## config.mk

```make
export PLATFORM = sky130hd
export DESIGN_NAME = sram_preempt_arbiter
export DESIGN_NICKNAME = d
export VERILOG_FILES = /design/src/rtl/sram_arb_pkg.sv /design/src/rtl/sram_arb_window.sv /design/src/rtl/sram_arb_fsm.sv /design/src/rtl/sram_preempt_arbiter.sv
export SDC_FILE = /design/constraint.sdc
export NUM_CORES = 1
export LEC_CHECK = 0
export ABC_AREA = 1
export BUFFER_PORTS_ARGS = -buffer_cell sky130_fd_sc_hd__clkbuf_2
export CORE_AREA = 2 2 39 41
export CTS_BUF_LIST = sky130_fd_sc_hd__clkbuf_8 sky130_fd_sc_hd__clkbuf_16
export CTS_CLUSTER_SIZE = 40
export DETAILED_ROUTE_END_ITERATION = 8
export DIE_AREA = 0 0 41 43
export MAX_ROUTING_LAYER = met4
export PLACE_DENSITY = 0.65
export SKIP_CTS_REPAIR_TIMING = 1
export SYNTH_ARGS = -nofsm -noshare
export SYNTH_HDL_FRONTEND = slang
export SYNTH_SLANG_ARGS = --single-unit
```

## constraint.sdc

```tcl
create_clock -name clk -period 1.4 [get_ports clk]
set_clock_uncertainty 0.15 [all_clocks]
set_input_delay 0.21 -clock clk [delete_from_list [all_inputs] [get_ports clk]]
set_output_delay 0.21 -clock clk [all_outputs]
set_load 0.005 [all_outputs]
```

## src/rtl/sram_arb_pkg.sv

```systemverilog
package sram_arb_pkg;

    localparam int unsigned ADDR_W      = 16;
    localparam int unsigned BLK_W       = 8;
    localparam int unsigned SRAM_BLOCKS = 64;
    localparam logic [1:0]  MODE_PREEMPT = 2'b11;

    typedef enum logic [2:0] {
        ARB_IDLE,
        ARB_I2C,
        ARB_WAIT_BYTE,
        ARB_RF_PREEMPT,
        ARB_RF
    } arb_state_e;

    typedef struct packed {
        logic i2c_hit;
        logic rf_hit;
    } sram_hit_t;

    function automatic logic in_window(input logic [31:0] addr,
                                       input logic [31:0] base,
                                       input logic [31:0] size);
        return (addr >= base) && (addr < base + size);
    endfunction

endpackage

```

## src/rtl/sram_arb_window.sv

```systemverilog
module sram_arb_window
    import sram_arb_pkg::*;
#(
    parameter int unsigned AW        = ADDR_W,
    parameter int unsigned BW        = BLK_W,
    parameter int unsigned NBLK      = SRAM_BLOCKS,
    parameter logic [AW-1:0] I2C_BASE = 16'h2000
) (
    input  logic [AW-1:0] i2c_addr,
    input  logic [BW-1:0] rf_blk,
    input  logic          rf_sram_cmd,
    output sram_hit_t     hit
);
    localparam logic [31:0] BASE32 = 32'(I2C_BASE);
    localparam logic [31:0] SIZE32 = 32'(NBLK);

    always_comb begin
        hit.i2c_hit = in_window(32'(i2c_addr), 32'd0, SIZE32)
                   || in_window(32'(i2c_addr), BASE32, SIZE32);
        hit.rf_hit  = rf_sram_cmd || in_window(32'(rf_blk), 32'd0, SIZE32);
    end
endmodule

```

## src/rtl/sram_arb_fsm.sv

```systemverilog
module sram_arb_fsm
    import sram_arb_pkg::*;
(
    input  logic      clk,
    input  logic      rst,
    input  logic      preempt_en,
    input  logic      rf_field_ok,
    input  sram_hit_t hit,
    input  logic      i2c_req,
    input  logic      i2c_release,
    input  logic      i2c_busy,
    input  logic      i2c_byte_done,
    input  logic      rf_req,
    input  logic      rf_done,
    output logic      i2c_locked,
    output logic      rf_locked,
    output logic      clk_stretch,
    output logic      rf_refuse,
    output logic      i2c_refuse
);
    arb_state_e state_q, state_d;
    logic       go_preempt;

    assign go_preempt = preempt_en && rf_req && hit.rf_hit
                     && i2c_busy && hit.i2c_hit && !i2c_release;

    always_comb begin
        state_d = state_q;
        unique case (state_q)
            ARB_IDLE: begin
                if (i2c_req)                  state_d = ARB_I2C;
                else if (rf_req && rf_field_ok) state_d = ARB_RF;
            end
            ARB_I2C: begin
                if (i2c_release)              state_d = ARB_IDLE;
                else if (go_preempt)
                    state_d = i2c_byte_done ? ARB_RF_PREEMPT : ARB_WAIT_BYTE;
            end
            ARB_WAIT_BYTE: begin
                if (!rf_field_ok)             state_d = ARB_I2C;
                else if (i2c_byte_done)       state_d = ARB_RF_PREEMPT;
            end
            ARB_RF_PREEMPT: begin
                if (!rf_field_ok || rf_done)  state_d = ARB_I2C;
            end
            ARB_RF: begin
                if (!rf_field_ok || rf_done)  state_d = ARB_IDLE;
            end
            default:                          state_d = ARB_IDLE;
        endcase
    end

    always_ff @(posedge clk) begin
        if (rst) state_q <= ARB_IDLE;
        else     state_q <= state_d;
    end

    assign i2c_locked  = (state_q == ARB_I2C) || (state_q == ARB_WAIT_BYTE);
    assign rf_locked   = (state_q == ARB_RF)  || (state_q == ARB_RF_PREEMPT);
    assign clk_stretch = (state_q == ARB_RF_PREEMPT);
    assign rf_refuse   = rf_req && (state_q == ARB_I2C) && !go_preempt;
    assign i2c_refuse  = i2c_req && (state_q == ARB_RF);

    AST_LOCK_EXCL: assert property (@(posedge clk) disable iff (rst)
        !(i2c_locked && rf_locked));
    AST_STRETCH_NEEDS_RF: assert property (@(posedge clk) disable iff (rst)
        clk_stretch |-> rf_locked);
    AST_STRETCH_AT_BYTE: assert property (@(posedge clk) disable iff (rst)
        $rose(clk_stretch) |-> $past(i2c_byte_done));
    AST_STRETCH_HOLD: assert property (@(posedge clk) disable iff (rst)
        (clk_stretch && !rf_done && rf_field_ok) |=> clk_stretch);
    AST_RESUME: assert property (@(posedge clk) disable iff (rst)
        (clk_stretch && rf_done) |=> (i2c_locked && !rf_locked && !clk_stretch));
    AST_FIELD_ABORT: assert property (@(posedge clk) disable iff (rst)
        ((clk_stretch || (i2c_locked && $past(go_preempt) && !$past(i2c_byte_done) && !$past(rst)))
         && !rf_field_ok) |=> (i2c_locked && !rf_locked));
endmodule

```

## src/rtl/sram_preempt_arbiter.sv

```systemverilog
module sram_preempt_arbiter
    import sram_arb_pkg::*;
#(
    parameter int unsigned AW        = ADDR_W,
    parameter int unsigned BW        = BLK_W,
    parameter int unsigned NBLK      = SRAM_BLOCKS,
    parameter logic [AW-1:0] I2C_BASE = 16'h2000
) (
    input  logic          clk,
    input  logic          rst,
    input  logic [1:0]    mode_sel,
    input  logic          rf_field_ok,
    input  logic          vcc_ok,
    input  logic          sram_en,
    input  logic          i2c_req,
    input  logic          i2c_release,
    input  logic          i2c_busy,
    input  logic [AW-1:0] i2c_addr,
    input  logic          i2c_byte_done,
    input  logic          rf_req,
    input  logic          rf_sram_cmd,
    input  logic [BW-1:0] rf_blk,
    input  logic          rf_done,
    output logic          i2c_locked,
    output logic          rf_locked,
    output logic          clk_stretch,
    output logic          rf_refuse,
    output logic          i2c_refuse
);
    sram_hit_t hit;
    logic      preempt_en;

    assign preempt_en = (mode_sel == MODE_PREEMPT) && rf_field_ok && vcc_ok && sram_en;

    sram_arb_window #(.AW(AW), .BW(BW), .NBLK(NBLK), .I2C_BASE(I2C_BASE)) u_window (
        .i2c_addr    (i2c_addr),
        .rf_blk      (rf_blk),
        .rf_sram_cmd (rf_sram_cmd),
        .hit         (hit)
    );

    sram_arb_fsm u_fsm (
        .clk           (clk),
        .rst           (rst),
        .preempt_en    (preempt_en),
        .rf_field_ok   (rf_field_ok),
        .hit           (hit),
        .i2c_req       (i2c_req),
        .i2c_release   (i2c_release),
        .i2c_busy      (i2c_busy),
        .i2c_byte_done (i2c_byte_done),
        .rf_req        (rf_req),
        .rf_done       (rf_done),
        .i2c_locked    (i2c_locked),
        .rf_locked     (rf_locked),
        .clk_stretch   (clk_stretch),
        .rf_refuse     (rf_refuse),
        .i2c_refuse    (i2c_refuse)
    );

    AST_REFUSE_ONE_SIDE: assert property (@(posedge clk) disable iff (rst)
        !(rf_refuse && i2c_refuse));
endmodule

```

-- Word-level counts from Yosys, hierarchy flattened
Index checks and enable logic that the tools add are counted.
- magnitude comparators: 4
- eq/ne operators: 10
- multiplexer cells: 10
- reduce and logical (&&, ||, !) cells: 23
- operator list (kind ; number):
    3-bit two-way mux ; 8
    16-bit by 14-bit >= comparator with 1-bit output (second input constant) ; 1
    16-bit by 14-bit < comparator with 1-bit output (second input constant) ; 1
    16-bit by 7-bit < comparator with 1-bit output (second input constant) ; 1
    3-bit one-hot mux with 5 select lines ; 1
    1-bit logical AND ; 13
    8-bit by 7-bit < comparator with 1-bit output (second input constant) ; 1
    3-bit by 2-bit == test with 1-bit output (second input constant) ; 2
    3-bit by 2-bit inequality test with 1-bit output (second input constant) ; 2
    1-bit logical OR ; 5
    5-bit AND reduction ; 1
    2-bit by 1-bit inequality test with 1-bit output (second input constant) ; 2
    3-bit by 1-bit == test with 1-bit output (second input constant) ; 1
    3-bit == test (second input constant) ; 1
    1-bit logical NOT ; 3
    3-bit logical NOT ; 1
    3-bit inequality test (second input constant) ; 1
    2-bit == test (second input constant) ; 1
    1-bit two-way mux ; 1
- flip-flop bits (word level): 3
- output and inout port bits: 5
- word-level logic and storage cells: 48

-- Longest topological paths before layout
Gate-level depths: netlist of the first run.
- depth after elaboration: 12
- mapped depth: 9
- depth with buffers taken out: 9

-- Hierarchy
A second synthesis of the first run with hierarchy kept.
- cell total of the unflattened synthesis: 76
- area, all modules: 369.1 µm²
- modules (own cells, without submodules) (module ; instances ; cells each ; area each (µm²)):
    sram_arb_fsm ; 1 ; 64 ; 317.8
    sram_arb_window ; 1 ; 9 ; 38.8
    sram_preempt_arbiter ; 1 ; 3 ; 12.5

-- Worst setup path before layout of the first run
Ideal clock, no wire load.
- path kind: register -> register
- from: register u_fsm.state_q[2]
- to: register u_fsm.state_q[2]
- arrival: 0.960 ns
- required time: 1.135 ns
- slack: 0.175 ns
- cell stages (with the launch flop): 10
- clock period less this slack: 1.225 ns
- path through: dfxtp_1 inv_2 nand3_1 nand2_2 nand2_2 inv_2 nor2_4 nand3_1 nand2_1 nor2_1
- cells in the longest elaborated chain, start to end: 3
- elaborated cells between the ends (all ways): 12
- those cells by class: eq/ne (9); mux (1); reduce/logical (2)
- ends and longest elaborated chain (item ; RTL line ; text):
    start: declaration ; sram_arb_fsm.sv:21 ; arb_state_e state_q, state_d;
    start signal: assignment ; sram_arb_fsm.sv:55 ; else state_q <= state_d;
    3-bit by 1-bit == test with 1-bit output, or another cell as far along ; sram_arb_fsm.sv:29 ; unique case (state_q)
    3-bit by 2-bit inequality test with 1-bit output (no source line), or another cell as far along ; -- ;
    5-bit AND reduction (no source line) ; -- ;
Parallel ways exist; a longest one is shown, timed or not.
A chain may end at the register's enable or synchronous reset.

-- Worst setup path after layout of the first run
- from: register u_fsm.state_q[2]
- to: output rf_refuse
- cells in the longest elaborated chain, start to end: 3
- ends and longest elaborated chain (item ; RTL line ; text):
    3-bit by 1-bit == test with 1-bit output ; sram_arb_fsm.sv:61 ; assign rf_refuse = rf_req && (state_q == ARB_I2C) && !go_preempt;
    1-bit logical AND (2 in series) ; sram_arb_fsm.sv:61 ;
    end: declaration ; sram_preempt_arbiter.sv:27 ; output logic rf_refuse,
Every way passes these cells.

==> results of run 1 <==
[through the flow]
step	cells	cell area (sq um)	TNS (ns)	setup WS (ns)
floorplan	71	369.1	0	0.1751
global placement	116	534.3	0	0.09929
detailed placement	116	534.3	0	0.07998
CTS	120	579.3	-0.1395	-0.1198
global route	121	610.6	-0.1373	-0.05772
finish	121	610.6	-0.006601	-0.006601
[per-layer routing]
metal | share of wire | track usage | up-vias
met5 | 0 | - | -
met4 | 0 | 0.06000 | 0
met3 | 0.049 | 0.01571 | 0
met2 | 0.54 | 0.2250 | 10
met1 | 0.41 | 0.1346 | 201
li1 | - | - | 288
[power groups by stage]
stage / logic, mW / registers [mW] / clock network [mW]
5_1_grt: 0.572 / 0.207 / 0.250
2_1_floorplan: 0.329 / 0.160 / 0
3_5_place_dp: 0.456 / 0.167 / 0
6_report: 0.502 / 0.201 / 0.238
3_3_place_gp: 0.449 / 0.166 / 0
4_1_cts: 0.458 / 0.166 / 0.244
[worst max-delay path: stages (launching register included)]
cell	delay, ns
dfxtp_4	0.35
inv_6	0.08
nand3_4	0.08
nand3b_1	0.16
inv_1	0.05
buf_2	0.11
[cell type report]
class,count,area (sq um),area share
inverters,12,50.05,0.08197
well taps,16,20.02,0.03279
repair buffers,30,152.6,0.2500
clock buffers,3,41.29,0.06762
multi-input cells,56,276.5,0.4529
flip-flops and latches,3,66.31,0.1086
clock inverters,1,3.754,0.006148
[cells by family (layout without fill, tap and decap cells)]
group	after synthesis	after routing	share of synthesized area
AND/OR/NAND/NOR	49	49	0.6102
buffers and inverters	12	46	0.1221
flip-flops	3	3	0.1627
AO/OA/AOI/OAI	7	7	0.1051
[how the worst max path moves through the flow]
stage | endpoint | slack [ns] | cells past startpoint
2_1_floorplan | u_fsm.state_q[2] | 0.18 | 9
3_3_place_gp | u_fsm.state_q[0] | 0.1 | 9
3_5_place_dp | u_fsm.state_q[2] | 0.08 | 9
4_1_cts | rf_refuse | -0.12 | 4
5_1_grt | rf_refuse | -0.06 | 5
6_report | rf_refuse | -0.007 | 5
[cells in the mapped netlist]
cell type,instances
a21oi_1,2
a21oi_2,1
dfxtp_1,3
inv_1,10
inv_2,2
nand2_1,15
nand2_2,6
nand3_1,7
nand3b_1,1
nand4_1,1
nor2_1,16
nor2_2,1
nor2_4,1
nor3_1,1
o21ai_0,4
==> impl_metrics.csv, run 1 <==
group,metric,value,unit
run_status,status,"finished with violations",
run_status,violations,"setup timing",
final_layout,final_common_cell,"clkbuf_2",
final_layout,n_antenna_cell,0,
detailed_routing,ant_nets,0,
worst_setup_path,critPathKind,"flop to primary output",
detailed_routing,drt_iter0_markers,5,
logic_synthesis,synth_fp_nets,109,
final_layout,area_delta_synth_final,65.42,%
final_layout,finalNetCount,144,
power,intPower,0.5456,mW
power,power.share.clock,0.253,
power,p_sw_frac,0.4194,
sta,slew_violations,0,
placement,place_congestion,0.7584,
logic_synthesis,synth_top_area_frac,0.1627,
clock_network,numCtsBuffers,3,
global_route,grt_pass1_wl,1573,um
detailed_routing,drcViolationCount,0,
clock_network,htreeDepth,1,
logic_synthesis,yosys_warnings,0,
worst_setup_path,arrival,1.05,ns
sta,slew_headroom,0.8713,
detailed_routing,dr.pass1.iters,4,
final_layout,top_register,"u_fsm.state_q",
power,power_frac_seq,0.213,
final_layout,final_cell_mix,"28 x clkbuf_2, 16 x nor2_1, 15 x nand2_1",
power,p_switching,0.3941,mW
global_route,grt_max_degree,7,
worst_setup_path,crit_required,1.04,ns
logic_synthesis,yosysTopAreaCell,"dfxtp_1",
logic_synthesis,ys_ff_latch,3,
worst_setup_path,critPathLaunch,"u_fsm.state_q[2]",
power,p_total,0.9397,mW
final_layout,drive_gt1_frac,0.4667,
placement,dp_hpwl,831.2,um
logic_synthesis,synth_cells,71,
floorplanning,die_y,43,um
power,ir_worst_vdd,0.7091,mV
floorplanning,core,0.001384,sq mm
clock_network,clock-sinks,3,
logic_synthesis,syn_area,369.1,sq um
global_route,grt_use_total,0.1295,
sta,final-setup-viol-count,1,
worst_hold_path,hold_path_class,"input pin to flop",
worst_setup_path,rr_endpoint,"u_fsm.state_q[0]",
power,comb_power_share,0.534,
detailed_routing,wl_per_cell,8.099,um
power,pwr_density_cell,1539,mW/mm^2
worst_setup_path,regToRegStartpoint,"u_fsm.state_q[2]",
sta,worstMarginPinSlew,0.1910,ns
sta,finalCriticalPeriod,1.407,ns
detailed_routing,vias,499,
worst_setup_path,rrSetupSlack,0.10,ns
worst_hold_path,whs_path_depth,4,
detailed_routing,drt_wl_total,980,um
global_route,antenna_found_initial,0,
final_layout,reg.largest.list,"u_fsm.state_q x3",
clock_network,cts_tree,"done",
sta,hold-worst-slack,0.1100,ns
clock_network,cts.clk_slew.worst_paths,0.03,ns
worst_setup_path,rr_worst_depth,8,
worst_hold_path,hold_start,"rst",
sta,finalHoldViolCount,0,
final_layout,fin_util,0.4412,
flow_run,drv_cap,0,
floorplanning,fp.dieArea,0.001763,sq mm
worst_setup_path,start_kind,"flop",
floorplanning,die_x,41,um
sta,rsz0062_at_grt,"true",
detailed_routing,viasPerCell,4.124,
sta,max_freq,0.7109,GHz
floorplanning,io_pins,43,
worst_setup_path,crit_fanout,6,
floorplanning,start_util,0.2667,
final_layout,fill_cells,165,
sta,min_period_over_period,1.005,
logic_synthesis,netlist_top_cells_area,"dfxtp_1 16%, nor2_1 16%, nand2_1 15%",
logic_synthesis,synth.avg_cell_area,5.199,sq um
global_route,grt_pass1_vias,453,
clock_network,cts-root-buf,"clkbuf_8",
power,leakage,0.3747,nW
sta,setup_ws,-0.006601,ns
clock_network,clk_latency,0.21,ns
global_route,overflow,0,
worst_hold_path,min_to,"u_fsm.state_q[2]",
placement,port_buffers,29,
logic_synthesis,yosysSeqAreaShare,0.1627,
clock_network,cts_buffer_depth,2,
worst_setup_path,worst_setup_path_end_kind,"primary output",
final_layout,largest_reg_flops,3,
floorplanning,row_count,14,
logic_synthesis,ys_types,15,
(Power assumes the default switching activity.)
==> run 2, diff against run 1 <==
--- a/config.mk
+++ b/config.mk
@@ -14,6 +14,7 @@
 export DIE_AREA = 0 0 41 43
 export MAX_ROUTING_LAYER = met4
 export PLACE_DENSITY = 0.65
+export RECOVER_POWER = 100
 export SKIP_CTS_REPAIR_TIMING = 1
 export SYNTH_ARGS = -nofsm -noshare
 export SYNTH_HDL_FRONTEND = slang
==> constraint.sdc (replaced) <==
create_clock -name clk -period 1.8 [get_ports clk]
set_clock_uncertainty 0.15 [all_clocks]
set_input_delay 0.27 -clock clk [delete_from_list [all_inputs] [get_ports clk]]
set_output_delay 0.27 -clock clk [all_outputs]
set_load 0.005 [all_outputs]
==> impl_metrics.csv, run 2 (synthesis results as in run 1) <==
group,metric,value,unit
detailed_routing,wl_per_cell,7.750,um
final_layout,reg.largest.list,"u_fsm.state_q x3",
worst_setup_path,max_stage_delay,0.40,ns
sta,max_freq,0.6393,GHz
sta,final-setup-viol-count,0,
clock_network,clock-sinks,3,
worst_setup_path,start_kind,"flop",
detailed_routing,drcViolationCount,0,
sta,finalCriticalPeriod,1.564,ns
sta,slew_headroom,0.7994,
worst_setup_path,crit_required,1.38,ns
global_route,antenna_found_initial,0,
final_layout,finalNetCount,143,
worst_hold_path,hold_path_class,"input pin to flop",
worst_setup_path,crit_buf_inv,2,
run_status,status,"finished clean",
floorplanning,die_x,41,um
sta,worstMarginPinSlew,0.2998,ns
clock_network,cts_tree,"done",
final_layout,drive_gt1_frac,0.3462,
detailed_routing,ant_nets,0,
final_layout,multiInputGateArea,249.0,sq um
sta,fin_setup_tns,0,ns
floorplanning,die_y,43,um
placement,port_buffers,29,
floorplanning,start_util,0.2667,
worst_setup_path,crit_family,"flip-flops",
power,ir_worst_vdd,0.5231,mV
detailed_routing,dr.pass1.iters,2,
detailed_routing,vias,491,
final_layout,final_cell_mix,"26 x clkbuf_2, 18 x nor2_1, 17 x nand2_1",
global_route,overflow,0,
worst_setup_path,crit_chain,"nand3_1 > nand3b_1 > inv_1 > clkbuf_1",
clock_network,cts_buffer_depth,2,
worst_setup_path,arrival,1.14,ns
sta,min_period_over_period,0.8690,
detailed_routing,drt_iter0_markers,7,
worst_setup_path,worst_setup_path_end_kind,"primary output",
clock_network,cts-root-buf,"clkbuf_8",
power,leakage,0.3513,nW
floorplanning,core,0.001384,sq mm
floorplanning,io_pins,43,
placement,dp_hpwl,831.2,um
detailed_routing,drt_wl_total,930,um
worst_setup_path,critPathKind,"flop to primary output",
global_route,grt_pass1_vias,453,
final_layout,top_register,"u_fsm.state_q",
clock_network,clk_latency,0.21,ns
sta,finalHoldViolCount,0,
clock_network,htreeDepth,1,
sta,hold-worst-slack,0.1792,ns
final_layout,final_common_cell,"clkbuf_2",
floorplanning,fp.dieArea,0.001763,sq mm
worst_setup_path,cp_slowest_cell,"dfxtp_1",
clock_network,numCtsBuffers,3,
final_layout,regArea,60.06,sq um
global_route,grt_max_degree,7,
placement,placed_area,534.3,sq um
clock_network,cts.clk_slew.worst_paths,0.03,ns
placement,place_congestion,0.7584,
final_layout,fill_cells,174,
final_layout,largest_reg_flops,3,
worst_setup_path,crit_fanout,6,
global_route,grt_use_total,0.1295,
sta,rsz0062_at_grt,"false",
detailed_routing,viasPerCell,4.092,
power,pwr_density_cell,1135,mW/mm^2
final_layout,n_antenna_cell,0,
sta,slew_violations,0,
floorplanning,row_count,14,
global_route,grt_pass1_wl,1573,um
flow_run,drv_cap,0,
final_layout,area_delta_synth_final,51.86,%
final_layout,fin_area,560.5,sq um
run 2: path summary, 6_finish.rpt:
check                   start  cells after the start  slack, ns          endpoint
max          u_fsm.state_q[0]                      4       0.24         rf_refuse
min                       rst                      4       0.18  u_fsm.state_q[2]
max reg2reg  u_fsm.state_q[0]                      9       0.29  u_fsm.state_q[0]
min reg2reg  u_fsm.state_q[1]                      2       0.38  u_fsm.state_q[1]
run 2: worst min-delay path: stages:
cell and delay (ns):
clkbuf_2 0.07, inv_1 0.05, nand2_1 0.06, nor2_1 0.03
run 2: where the power goes:
| group | switching [mW] | internal (mW) | leakage [nW] | total [mW] |
|---|---|---|---|---|
| logic | 0.192 | 0.133 | 0.300 | 0.325 |
| clock network | 0.0399 | 0.145 | 0.0269 | 0.185 |
| registers | 0.0316 | 0.0951 | 0.0248 | 0.127 |
| total | 0.263 | 0.373 | 0.351 | 0.636 |
run 2: metrics by stage:
step                  util  instances  power (mW)  setup slack (ns)
floorplan                -         71      0.3803            0.5751
global placement    0.3861        116      0.4782            0.3870
detailed placement  0.3861        116      0.4846            0.3956
CTS                 0.4186        120      0.6747            0.2202
global route        0.4051        120      0.7052            0.1138
finish              0.4051        120      0.6363            0.2358
run 2: metal layers:
layer	vias to the layer above	GRT usage	wire length, um
met2	6	0.2250	494
met3	0	0.01571	42
li1	287	-	-
met1	198	0.1346	393
met5	-	-	0
met4	0	0.06000	0
run 2: area by class of cell:
cell class / count / area share
Tap cell: 16 / 0.03571
Inverter: 12 / 0.08036
Clock inverter: 1 / 0.006696
Multi-Input combinational cell: 56 / 0.4442
Sequential cell: 3 / 0.1071
Clock buffer: 3 / 0.07366
Timing Repair Buffer: 29 / 0.2522
==> run 3, diff against run 2 <==
==> constraint.sdc (replaced) <==
create_clock -name clk -period 1.8 [get_ports clk]
set_clock_uncertainty 0.15 [all_clocks]
set_input_delay 0.54 -clock clk [delete_from_list [all_inputs] [get_ports clk]]
set_output_delay 0.54 -clock clk [all_outputs]
set_load 0.005 [all_outputs]
==> impl_metrics.csv, run 3 (synthesis results as in run 1) <==
group,metric,value,unit
run_status,status,"finished with violations",
run_status,violations,"setup timing",
global_route,grt_max_degree,7,
detailed_routing,vias,525,
global_route,antenna_found_initial,0,
final_layout,reg.largest.list,"u_fsm.state_q x3",
sta,hold-worst-slack,0.3933,ns
sta,rsz0062_at_grt,"true",
global_route,grt_pass1_wl,1635,um
sta,worstMarginPinSlew,0.2323,ns
clock_network,cts-root-buf,"clkbuf_8",
placement,port_buffers,29,
detailed_routing,drt_wl_total,1014,um
final_layout,n_antenna_cell,0,
worst_setup_path,critPathKind,"input pin to primary output",
flow_run,drv_cap,0,
sta,finalCriticalPeriod,1.893,ns
floorplanning,die_y,43,um
worst_setup_path,start_kind,"input pin",
clock_network,numCtsBuffers,3,
sta,final-setup-viol-count,1,
final_layout,top_register,"u_fsm.state_q",
placement,dp_hpwl,872,um
final_layout,final_cell_mix,"29 x clkbuf_2, 15 x nand2_1, 14 x nor2_1",
final_layout,finalNetCount,148,
floorplanning,fp.dieArea,0.001763,sq mm
detailed_routing,drcViolationCount,0,
detailed_routing,dr.pass1.iters,4,
worst_setup_path,crit_required,1.11,ns
global_route,grt_pass1_vias,445,
detailed_routing,ant_nets,0,
detailed_routing,wl_per_cell,8.112,um
clock_network,htreeDepth,1,
clock_network,clock-sinks,3,
sta,min_period_over_period,1.052,
final_layout,drive_gt1_frac,0.4862,
placement,dp_cells,121,
worst_setup_path,cp_slowest_cell,"nor2_1",
power,leakage,0.3886,nW
worst_setup_path,crit_fanout,2,
detailed_routing,drt_iter0_markers,7,
power,pwr_density_cell,1079,mW/mm^2
floorplanning,core,0.001384,sq mm
final_layout,multiInputGateArea,279.0,sq um
clock_network,cts.clk_slew.worst_paths,0.03,ns
power,ir_worst_vdd,0.5800,mV
final_layout,fill_cells,171,
worst_hold_path,hold_path_class,"flop to flop",
worst_setup_path,max_stage_delay,0.10,ns
sta,finalHoldViolCount,0,
detailed_routing,viasPerCell,4.200,
global_route,overflow,0,
clock_network,clk_latency,0.21,ns
final_layout,largest_reg_flops,3,
sta,setup_ws,-0.09305,ns
clock_network,cts_buffer_depth,2,
global_route,grt_use_total,0.1377,
clock_network,cts_tree,"done",
sta,max_freq,0.5282,GHz
worst_setup_path,arrival,1.20,ns
final_layout,area_delta_synth_final,71.19,%
final_layout,regArea,60.06,sq um
sta,slew_violations,0,
floorplanning,row_count,14,
floorplanning,die_x,41,um
floorplanning,start_util,0.2667,
sta,slew_headroom,0.8449,
worst_setup_path,crit_chain,"clkbuf_2 > nor2_2 > nand2_1 > nor2_1 > nand3_1 > nand3b_1 > inv_1 > clkbuf_2",
worst_setup_path,worst_setup_path_end_kind,"primary output",
final_layout,final_common_cell,"clkbuf_2",
worst_setup_path,cp_common_cell,"clkbuf_2",
final_layout,stdcell_count,125,
placement,place_congestion,0.7019,
floorplanning,io_pins,43,
run 3: cell count changes in the layout (fill, tap and decap cells not counted), sizes merged:
cell,previous run,this run
buf,0,5
run 3: final timing paths:
kind                                          to  depth (start not counted)        startpoint  slack [ns]
worst max-delay path                   rf_refuse                          8       i2c_addr[6]       -0.09
worst max register to register  u_fsm.state_q[2]                          9  u_fsm.state_q[0]        0.46
worst min-delay path            u_fsm.state_q[2]                          2  u_fsm.state_q[2]        0.39
worst min register to register  u_fsm.state_q[2]                          2  u_fsm.state_q[2]        0.39
run 3: per-stage QoR:
stage / utilization / worst slack (ns) / TNS [ns] / area [sq um] / power, mW
floorplan: - / 0.1348 / 0 / 369.1 / 0.3803
global placement: 0.4132 / -0.1530 / -0.1530 / 571.8 / 0.4841
detailed placement: 0.4132 / -0.1525 / -0.1525 / 571.8 / 0.4916
CTS: 0.4458 / -0.1613 / -0.1613 / 616.8 / 0.6803
global route: 0.4566 / -0.2054 / -0.2054 / 631.9 / 0.7567
finish: 0.4566 / -0.09305 / -0.09305 / 631.9 / 0.6817
run 3: per-layer routing:
metal  vias to the layer above  GRT usage  wire length [um]
met4                         0    0.06000                 0
met5                         -          -                 0
li1                        296          -                 -
met1                       223     0.1538               431
met3                         0    0.03141                25
met2                         6     0.2219               557
run 3: final cells by class:
cell class / instances / area share
inverter: 12 / 0.07129
timing repair buffer: 34 / 0.2891
tap: 16 / 0.03168
multi-input combinational: 56 / 0.4416
clock inverter: 1 / 0.005941
clock buffer: 3 / 0.06535
sequential: 3 / 0.09505
run 3: where the power goes:
part	total, mW	leakage (nW)	internal [mW]	switching (mW)
Combinational	0.367	0.337	0.159	0.208
Clock	0.182	0.0269	0.144	0.0371
Sequential	0.133	0.0248	0.0951	0.0378
Total	0.682	0.389	0.399	0.283
run 3: critical path, delay by kind of cell:
family | cells | cell delay, ns
buffers and inverters | 3 | 0.23
AND/OR/NAND/NOR | 5 | 0.43
